File: config.mk
export PLATFORM = sky130hd
export DESIGN_NAME = pfq_top
export DESIGN_NICKNAME = d
export VERILOG_FILES = /design/src/rtl/pfq_pkg.sv /design/src/rtl/pfq_store.sv /design/src/rtl/pfq_fetch.sv /design/src/rtl/pfq_status.sv /design/src/rtl/pfq_top.sv
export SDC_FILE = /design/constraint.sdc
export NUM_CORES = 1
export LEC_CHECK = 0
export BUFFER_PORTS_ARGS = -buffer_cell sky130_fd_sc_hd__buf_2
export CAP_MARGIN = 5
export CORE_MARGIN = 2
export CORE_UTILIZATION = 45
export CTS_CLUSTER_DIAMETER = 80
export DETAILED_ROUTE_END_ITERATION = 12
export GPL_TIMING_DRIVEN = 1
export PLACE_DENSITY = 0.79
export SLEW_MARGIN = 25
export SYNTH_ARGS = -nofsm -noshare
export SYNTH_HDL_FRONTEND = slang
export SYNTH_SLANG_ARGS = --single-unit
File: constraint.sdc
create_clock -name clk -period 8.4 [get_ports clk]
set_input_delay 0.84 -clock clk [delete_from_list [all_inputs] [get_ports clk]]
set_output_delay 0.84 -clock clk [all_outputs]
set_load 0.05 [all_outputs]
File: src/rtl/pfq_pkg.sv
// Shared types and helpers for the prefetch queue.
// Assumes real-mode style addressing: segment*16 + offset in 20 bits.
package pfq_pkg;

    typedef enum logic [1:0] {
        QS_NONE  = 2'b00,
        QS_FIRST = 2'b01,
        QS_FLUSH = 2'b10,
        QS_NEXT  = 2'b11
    } qstat_e;

    // Physical address from segment and offset, wrapping at 1 MB.
    function automatic logic [19:0] pfq_phys(input logic [15:0] seg, input logic [15:0] off);
        return {seg, 4'h0} + {4'h0, off};
    endfunction

endpackage

File: src/rtl/pfq_store.sv
// Byte FIFO of DEPTH entries with bulk load.
// A load replaces the contents with load_cnt bytes (lowest byte first) and
// overrides push and pop in the same cycle. The caller never pushes when full.
module pfq_store #(
    parameter  int DEPTH = 4,
    parameter  int W     = 8,
    localparam int PW    = $clog2(DEPTH),
    localparam int CW    = $clog2(DEPTH + 1)
) (
    input  logic               clk,
    input  logic               rst_n,
    input  logic               load,
    input  logic [CW-1:0]      load_cnt,
    input  logic [DEPTH*W-1:0] load_data,
    input  logic               push,
    input  logic [W-1:0]       push_data,
    input  logic               pop,
    output logic [W-1:0]       head,
    output logic [CW-1:0]      count,
    output logic               empty,
    output logic               full
);
    logic [W-1:0]  mem [DEPTH];
    logic [PW-1:0] rd_ptr, wr_ptr;

    // Advance a ring pointer with wrap at DEPTH.
    function automatic logic [PW-1:0] nxt(input logic [PW-1:0] p);
        return (p == PW'(DEPTH - 1)) ? '0 : p + 1'b1;
    endfunction

    // Per-entry storage: bulk load or single write at the tail.
    for (genvar i = 0; i < DEPTH; i++) begin : g_entry
        always_ff @(posedge clk) begin
            if (load)
                mem[i] <= load_data[i*W +: W];
            else if (push && wr_ptr == PW'(i))
                mem[i] <= push_data;
        end
    end

    // Pointers and occupancy.
    always_ff @(posedge clk) begin
        if (!rst_n) begin
            rd_ptr <= '0;
            wr_ptr <= '0;
            count  <= '0;
        end else if (load) begin
            rd_ptr <= '0;
            wr_ptr <= (load_cnt == CW'(DEPTH)) ? '0 : PW'(load_cnt);
            count  <= load_cnt;
        end else begin
            if (push) wr_ptr <= nxt(wr_ptr);
            if (pop)  rd_ptr <= nxt(rd_ptr);
            count <= count + CW'(push) - CW'(pop);
        end
    end

    assign head  = mem[rd_ptr];
    assign empty = (count == '0);
    assign full  = (count == CW'(DEPTH));
endmodule

File: src/rtl/pfq_fetch.sv
// Prefetch pointer and bus request side.
// Holds fetch_req with a latched address until fetch_done. A flush during a
// fetch marks it for discard. A read from a full queue blocks new fetches
// for GAP clocks. Assumes the caller supplies 'room' from the post-edge fill.
module pfq_fetch
    import pfq_pkg::*;
#(
    parameter  int          GAP     = 2,
    parameter  logic [15:0] RST_SEG = 16'hFFFF,
    parameter  logic [15:0] RST_OFF = 16'h0000,
    localparam int          GW      = (GAP < 2) ? 1 : $clog2(GAP)
) (
    input  logic        clk,
    input  logic        rst_n,
    input  logic        flush,
    input  logic [15:0] new_seg,
    input  logic [15:0] new_off,
    input  logic [15:0] skip,
    input  logic        fetch_done,
    input  logic        pop_full,
    input  logic        room,
    output logic        accept,
    output logic        fetch_req,
    output logic [19:0] fetch_addr
);
    logic [15:0]   seg, off, off_cur;
    logic          busy, discard, done_ev, start;
    logic [GW-1:0] gap;

    // Fetch completion, kept-byte detection and start decision.
    always_comb begin
        done_ev = busy && fetch_done;
        accept  = done_ev && !discard && !flush;
        off_cur = accept ? off + 16'd1 : off;
        start   = !flush && (!busy || done_ev) && (gap == '0) && !pop_full && room;
    end

    // Pointer, request, discard and resume-gap registers.
    always_ff @(posedge clk) begin
        if (!rst_n) begin
            seg        <= RST_SEG;
            off        <= RST_OFF;
            busy       <= 1'b0;
            discard    <= 1'b0;
            gap        <= '0;
            fetch_addr <= '0;
        end else if (flush) begin
            seg <= new_seg;
            off <= new_off + skip;
            gap <= '0;
            if (busy && !fetch_done) begin
                discard <= 1'b1;
            end else begin
                busy    <= 1'b0;
                discard <= 1'b0;
            end
        end else begin
            off <= off_cur;
            if (start) begin
                busy       <= 1'b1;
                discard    <= 1'b0;
                fetch_addr <= pfq_phys(seg, off_cur);
            end else if (done_ev) begin
                busy    <= 1'b0;
                discard <= 1'b0;
            end
            if (pop_full)
                gap <= GW'(GAP - 1);
            else if (gap != '0)
                gap <= gap - 1'b1;
        end
    end

    assign fetch_req = busy;
endmodule

File: src/rtl/pfq_status.sv
// Registered queue status: reports the previous cycle's read or flush.
// Flush has priority. The byte field is zero when no byte was read.
module pfq_status
    import pfq_pkg::*;
(
    input  logic       clk,
    input  logic       rst_n,
    input  logic       flush,
    input  logic       pop,
    input  logic       first,
    input  logic [7:0] byte_in,
    output logic [1:0] qs_code,
    output logic [7:0] qs_byte
);
    qstat_e code_q;

    // Capture this cycle's queue operation for report next cycle.
    always_ff @(posedge clk) begin
        if (!rst_n) begin
            code_q  <= QS_NONE;
            qs_byte <= '0;
        end else if (flush) begin
            code_q  <= QS_FLUSH;
            qs_byte <= '0;
        end else if (pop) begin
            code_q  <= first ? QS_FIRST : QS_NEXT;
            qs_byte <= byte_in;
        end else begin
            code_q  <= QS_NONE;
            qs_byte <= '0;
        end
    end

    assign qs_code = code_q;
endmodule

File: src/rtl/pfq_top.sv
// Instruction prefetch queue top.
// Connects the byte store, the fetch side and the status register. Reads
// are acknowledged combinationally from the head. Flush beats read.
module pfq_top #(
    parameter  int          DEPTH      = 4,
    parameter  int          RESUME_GAP = 2,
    parameter  logic [15:0] RESET_SEG  = 16'hFFFF,
    parameter  logic [15:0] RESET_OFF  = 16'h0000,
    localparam int          CW         = $clog2(DEPTH + 1)
) (
    input  logic               clk,
    input  logic               rst_n,
    input  logic               flush_req,
    input  logic [15:0]        flush_seg,
    input  logic [15:0]        flush_off,
    input  logic [CW-1:0]      preload_cnt,
    input  logic [DEPTH*8-1:0] preload_bytes,
    input  logic               rd_req,
    input  logic               rd_first,
    output logic               rd_ack,
    output logic [7:0]         rd_byte,
    output logic [1:0]         qs_code,
    output logic [7:0]         qs_byte,
    output logic               fetch_req,
    output logic [19:0]        fetch_addr,
    input  logic               fetch_done,
    input  logic [7:0]         fetch_data
);
    logic [CW-1:0] count, pl_n;
    logic          q_empty, q_full, pop, accept, room;
    logic [CW:0]   fill_after;

    // Read acceptance, preload clamp and post-edge room.
    always_comb begin
        pop        = rd_req && !q_empty && !flush_req;
        pl_n       = (preload_cnt > CW'(DEPTH)) ? CW'(DEPTH) : preload_cnt;
        fill_after = (CW+1)'(count) + (CW+1)'(accept) - (CW+1)'(pop);
        room       = fill_after < (CW+1)'(DEPTH);
    end

    pfq_store #(.DEPTH(DEPTH), .W(8)) u_store (
        .clk(clk), .rst_n(rst_n),
        .load(flush_req), .load_cnt(pl_n), .load_data(preload_bytes),
        .push(accept), .push_data(fetch_data), .pop(pop),
        .head(rd_byte), .count(count), .empty(q_empty), .full(q_full)
    );

    pfq_fetch #(.GAP(RESUME_GAP), .RST_SEG(RESET_SEG), .RST_OFF(RESET_OFF)) u_fetch (
        .clk(clk), .rst_n(rst_n),
        .flush(flush_req), .new_seg(flush_seg), .new_off(flush_off),
        .skip(16'(pl_n)), .fetch_done(fetch_done),
        .pop_full(pop && q_full), .room(room), .accept(accept),
        .fetch_req(fetch_req), .fetch_addr(fetch_addr)
    );

    pfq_status u_status (
        .clk(clk), .rst_n(rst_n),
        .flush(flush_req), .pop(pop), .first(rd_first), .byte_in(rd_byte),
        .qs_code(qs_code), .qs_byte(qs_byte)
    );

    assign rd_ack = pop;
endmodule

==> metrics.cfg <==
[run_status]
run_status = complete, no violations

[worst_setup_path]
crit_chain = buf_2 -> nand4bb_1 -> inv_2 -> nand4_1 -> xnor2_1 -> ha_1 -> fa_1 -> a21oi_1 -> o211ai_1 -> and3_1 -> o211a_1 -> or3_1
path_buf_inv = 2
crit_type = primary input to flip-flop
path_max_fanout = 49
arrival_ns = 4.37
cp-end-kind = flip-flop
cpPeakStageDelay_ns = 0.75
start_kind = primary input
cp.required_ns = 8.63
cpLargestDelayFamily = simple AND/OR/NAND/NOR gates
slowest_stage = buf_2

[clocking]
htreeDepth = 3
holdBufCountCts = 0
cts_sinks = 106
cts_tree = done
post-cts-setup-buffer-count = 0
path_clk_slew_ns = 0.07
clock_tree.buffer_depth = 2
cts_buffers = 9
clk_latency_ns = 0.35
cts-root-buf = clkbuf_16
post_cts_resized = 0

[floorplan]
die_h_um = 115.8
core_area_mm2 = 0.01211
die-area_mm2 = 0.01340
rows = 40
ios = 121
initial_core_util_pct = 46.40
die_x_um = 115.8

[yosys]
syn_nets = 662
async_reset_ff_share_pct = 0
synth_cell_types = 62
synth_seq_cells = 106
synth_edf_count = 32
seq_area_frac_synth_pct = 43.46
ys.flop_type = dfxtp_1
netlist_area_mm2 = 0.005620
ys_warn_count = 0
synthesis.area_per_instance_um2 = 10.18
syn_inst = 552

[route]
vias = 4685
firstDrtPassIters = 5
ant_nets = 0
drt_wl_total_um = 13840
wl_per_cell_um = 16.55
viasPerCell = 5.604
drc = 0
drt_iter0_drc = 353

[timing]
fin_setup_tns_ns = 0
worst_pin_slew_ns = 1.041
period_share_pct = 49.33
clock_skew_ns = 0.01376
setup_viol = 0
slew_violations = 0
fin_crit_ns = 4.144
rsz0062_at_grt = no
hold_ws_ns = 0.4603
hold_violations = 0
max_freq_mhz = 241.3
relSlewSlack_pct = 30.62

[layout]
syn_to_final_growth_pct = 18.46
drive_above_1_share_pct = 27.54
mostFrequentLayoutCells = 120 x buf_2, 74 x dfxtp_1, 67 x nand2_1, 35 x nor2_1
post-route-util_pct = 54.97
fin_nets = 773
final_common_cell = buf_2
finalNonFillerCells = 836
diodes = 0

[global_routing]
grt_overflow = 0
grt_pass1_wl_um = 21830
grt_pass1_vias = 4458
track_usage_pct = 20.75
grt_max_degree = 50
antenna_found_initial = 0

[worst_hold_path]
hp-class = flip-flop to flip-flop

[power_and_ir_drop]
powerDensity_mw_per_mm2 = 199.6
peakVddDrop_v = 0.0001108
cellLeakagePower_nw = 2.884

[job]
cap_violations = 0

[placement]
gp_congestion = 0.9210
port_buffers = 120
hpwl_um = 10470
dp_cells = 820

[through the flow]
step | area [um2] | worst slack (ns) | total power (W)
2_1_floorplan | 5620 | 4.304 | 0.0008266
4_1_cts | 6658 | 4.312 | 0.001333
3_5_place_dp | 6354 | 3.966 | 0.0009147
6_report | 6658 | 4.256 | 0.001329
3_3_place_gp | 6354 | 4.143 | 0.0009030
5_1_grt | 6658 | 4.030 | 0.001380
[cells by family (layout without fill, tap and decap cells)]
| kind of cell | after synthesis | count (layout) | share of synthesized area (%) |
|---|---|---|---|
| simple gates | 189 | 189 | 16.72 |
| xor+xnor | 34 | 34 | 5.298 |
| fa+ha+maj | 29 | 29 | 6.857 |
| compound gates | 98 | 98 | 12.20 |
| buf+inv | 38 | 154 | 2.649 |
| flops | 106 | 106 | 43.45 |
| mux | 58 | 58 | 12.82 |
[sequential cells by signal, indices dropped and copies added, names as in the netlist, 2 cells and up, named ones only]
register	count
u_status.qs_byte	8
u_status.qs_code	2
u_store.rd_ptr	2
u_store.count	3
u_fetch.seg	16
u_store.wr_ptr	2
u_fetch.off	16
u_store.mem	32
u_fetch.fetch_addr	20
[worst min-delay path, stage by stage, from the launching register on]
cell and delay [ns]:
dfxtp_1 0.31, nand2_1 0.05, a21oi_1 0.05
[worst paths after layout]
check	startpoint	endpoint	slack, ns	cells past startpoint
setup / recovery	flush_req	u_fetch.fetch_addr[18]	4.26	12
hold / removal	u_fetch.fetch_addr[10]	u_fetch.fetch_addr[10]	0.46	2
setup reg to reg	u_store.count[1]	u_fetch.fetch_addr[14]	4.65	12
hold reg to reg	u_fetch.fetch_addr[10]	u_fetch.fetch_addr[10]	0.46	2
[per-layer routing]
metal / wire length (um) / GRT usage, % / up-vias
li1: - / - / 2246
met1: 5937 / 27.12 / 2229
met2: 6635 / 34.66 / 184
met3: 952 / 3.818 / 26
met4: 310 / 7.381 / 0
met5: 0 / 0 / -
[area by class of cell]
cell class | instances | area, um2
Sequential cell | 106 | 2442
Clock inverter | 7 | 78.83
Fill cell | 1072 | 5454
Timing Repair Buffer | 121 | 608.1
Multi-Input combinational cell | 408 | 3029
Tap cell | 168 | 210.2
Clock buffer | 9 | 225.2
Inverter | 17 | 63.81
[power breakdown]
part	total, W	switching, W	internal [W]
clock network	0.000422	0.000210	0.000212
registers	0.000592	0.0000250	0.000567
logic	0.000315	0.000205	0.000110
[cell usage after synthesis (2+ instances only)]
cell type	count	area (um2)
o21a_1	2	15.01
o31ai_1	4	30.03
nor3b_1	3	22.52
nor2b_1	4	25.02
mux2i_1	18	180.2
inv_1	15	56.30
nand2_1	67	251.5
nand3_1	20	100.1
nand3b_1	3	22.52
a21oi_1	23	115.1
mux2_2	32	360.4
nor2_1	35	131.4
o22ai_1	2	12.51
or2_1	2	12.51
buf_2	4	20.02
o21ai_1	4	20.02
xnor2_1	23	201.4
o21bai_1	3	22.52
a21o_1	10	75.07
nand4_1	12	75.07
nand2b_1	3	18.77
dfxtp_1	74	1481
edfxtp_1	32	960.9
and2_1	8	50.05
nor3_1	7	35.03
or3_1	3	18.77
or3b_1	2	17.52
or4_1	2	15.01
mux4_2	8	180.2
buf_1	5	18.77
xor2_1	11	96.34
o211a_1	8	80.08
o21ai_0	11	55.05
o211ai_1	7	52.55
clkbuf_1	11	41.29
nor4_1	5	31.28
ha_1	26	325.3
fa_1	3	60.06
and3_1	5	31.28
and3b_1	2	17.52
a211oi_1	12	90.09
Note: power is estimated with default switching activity, not from simulation.
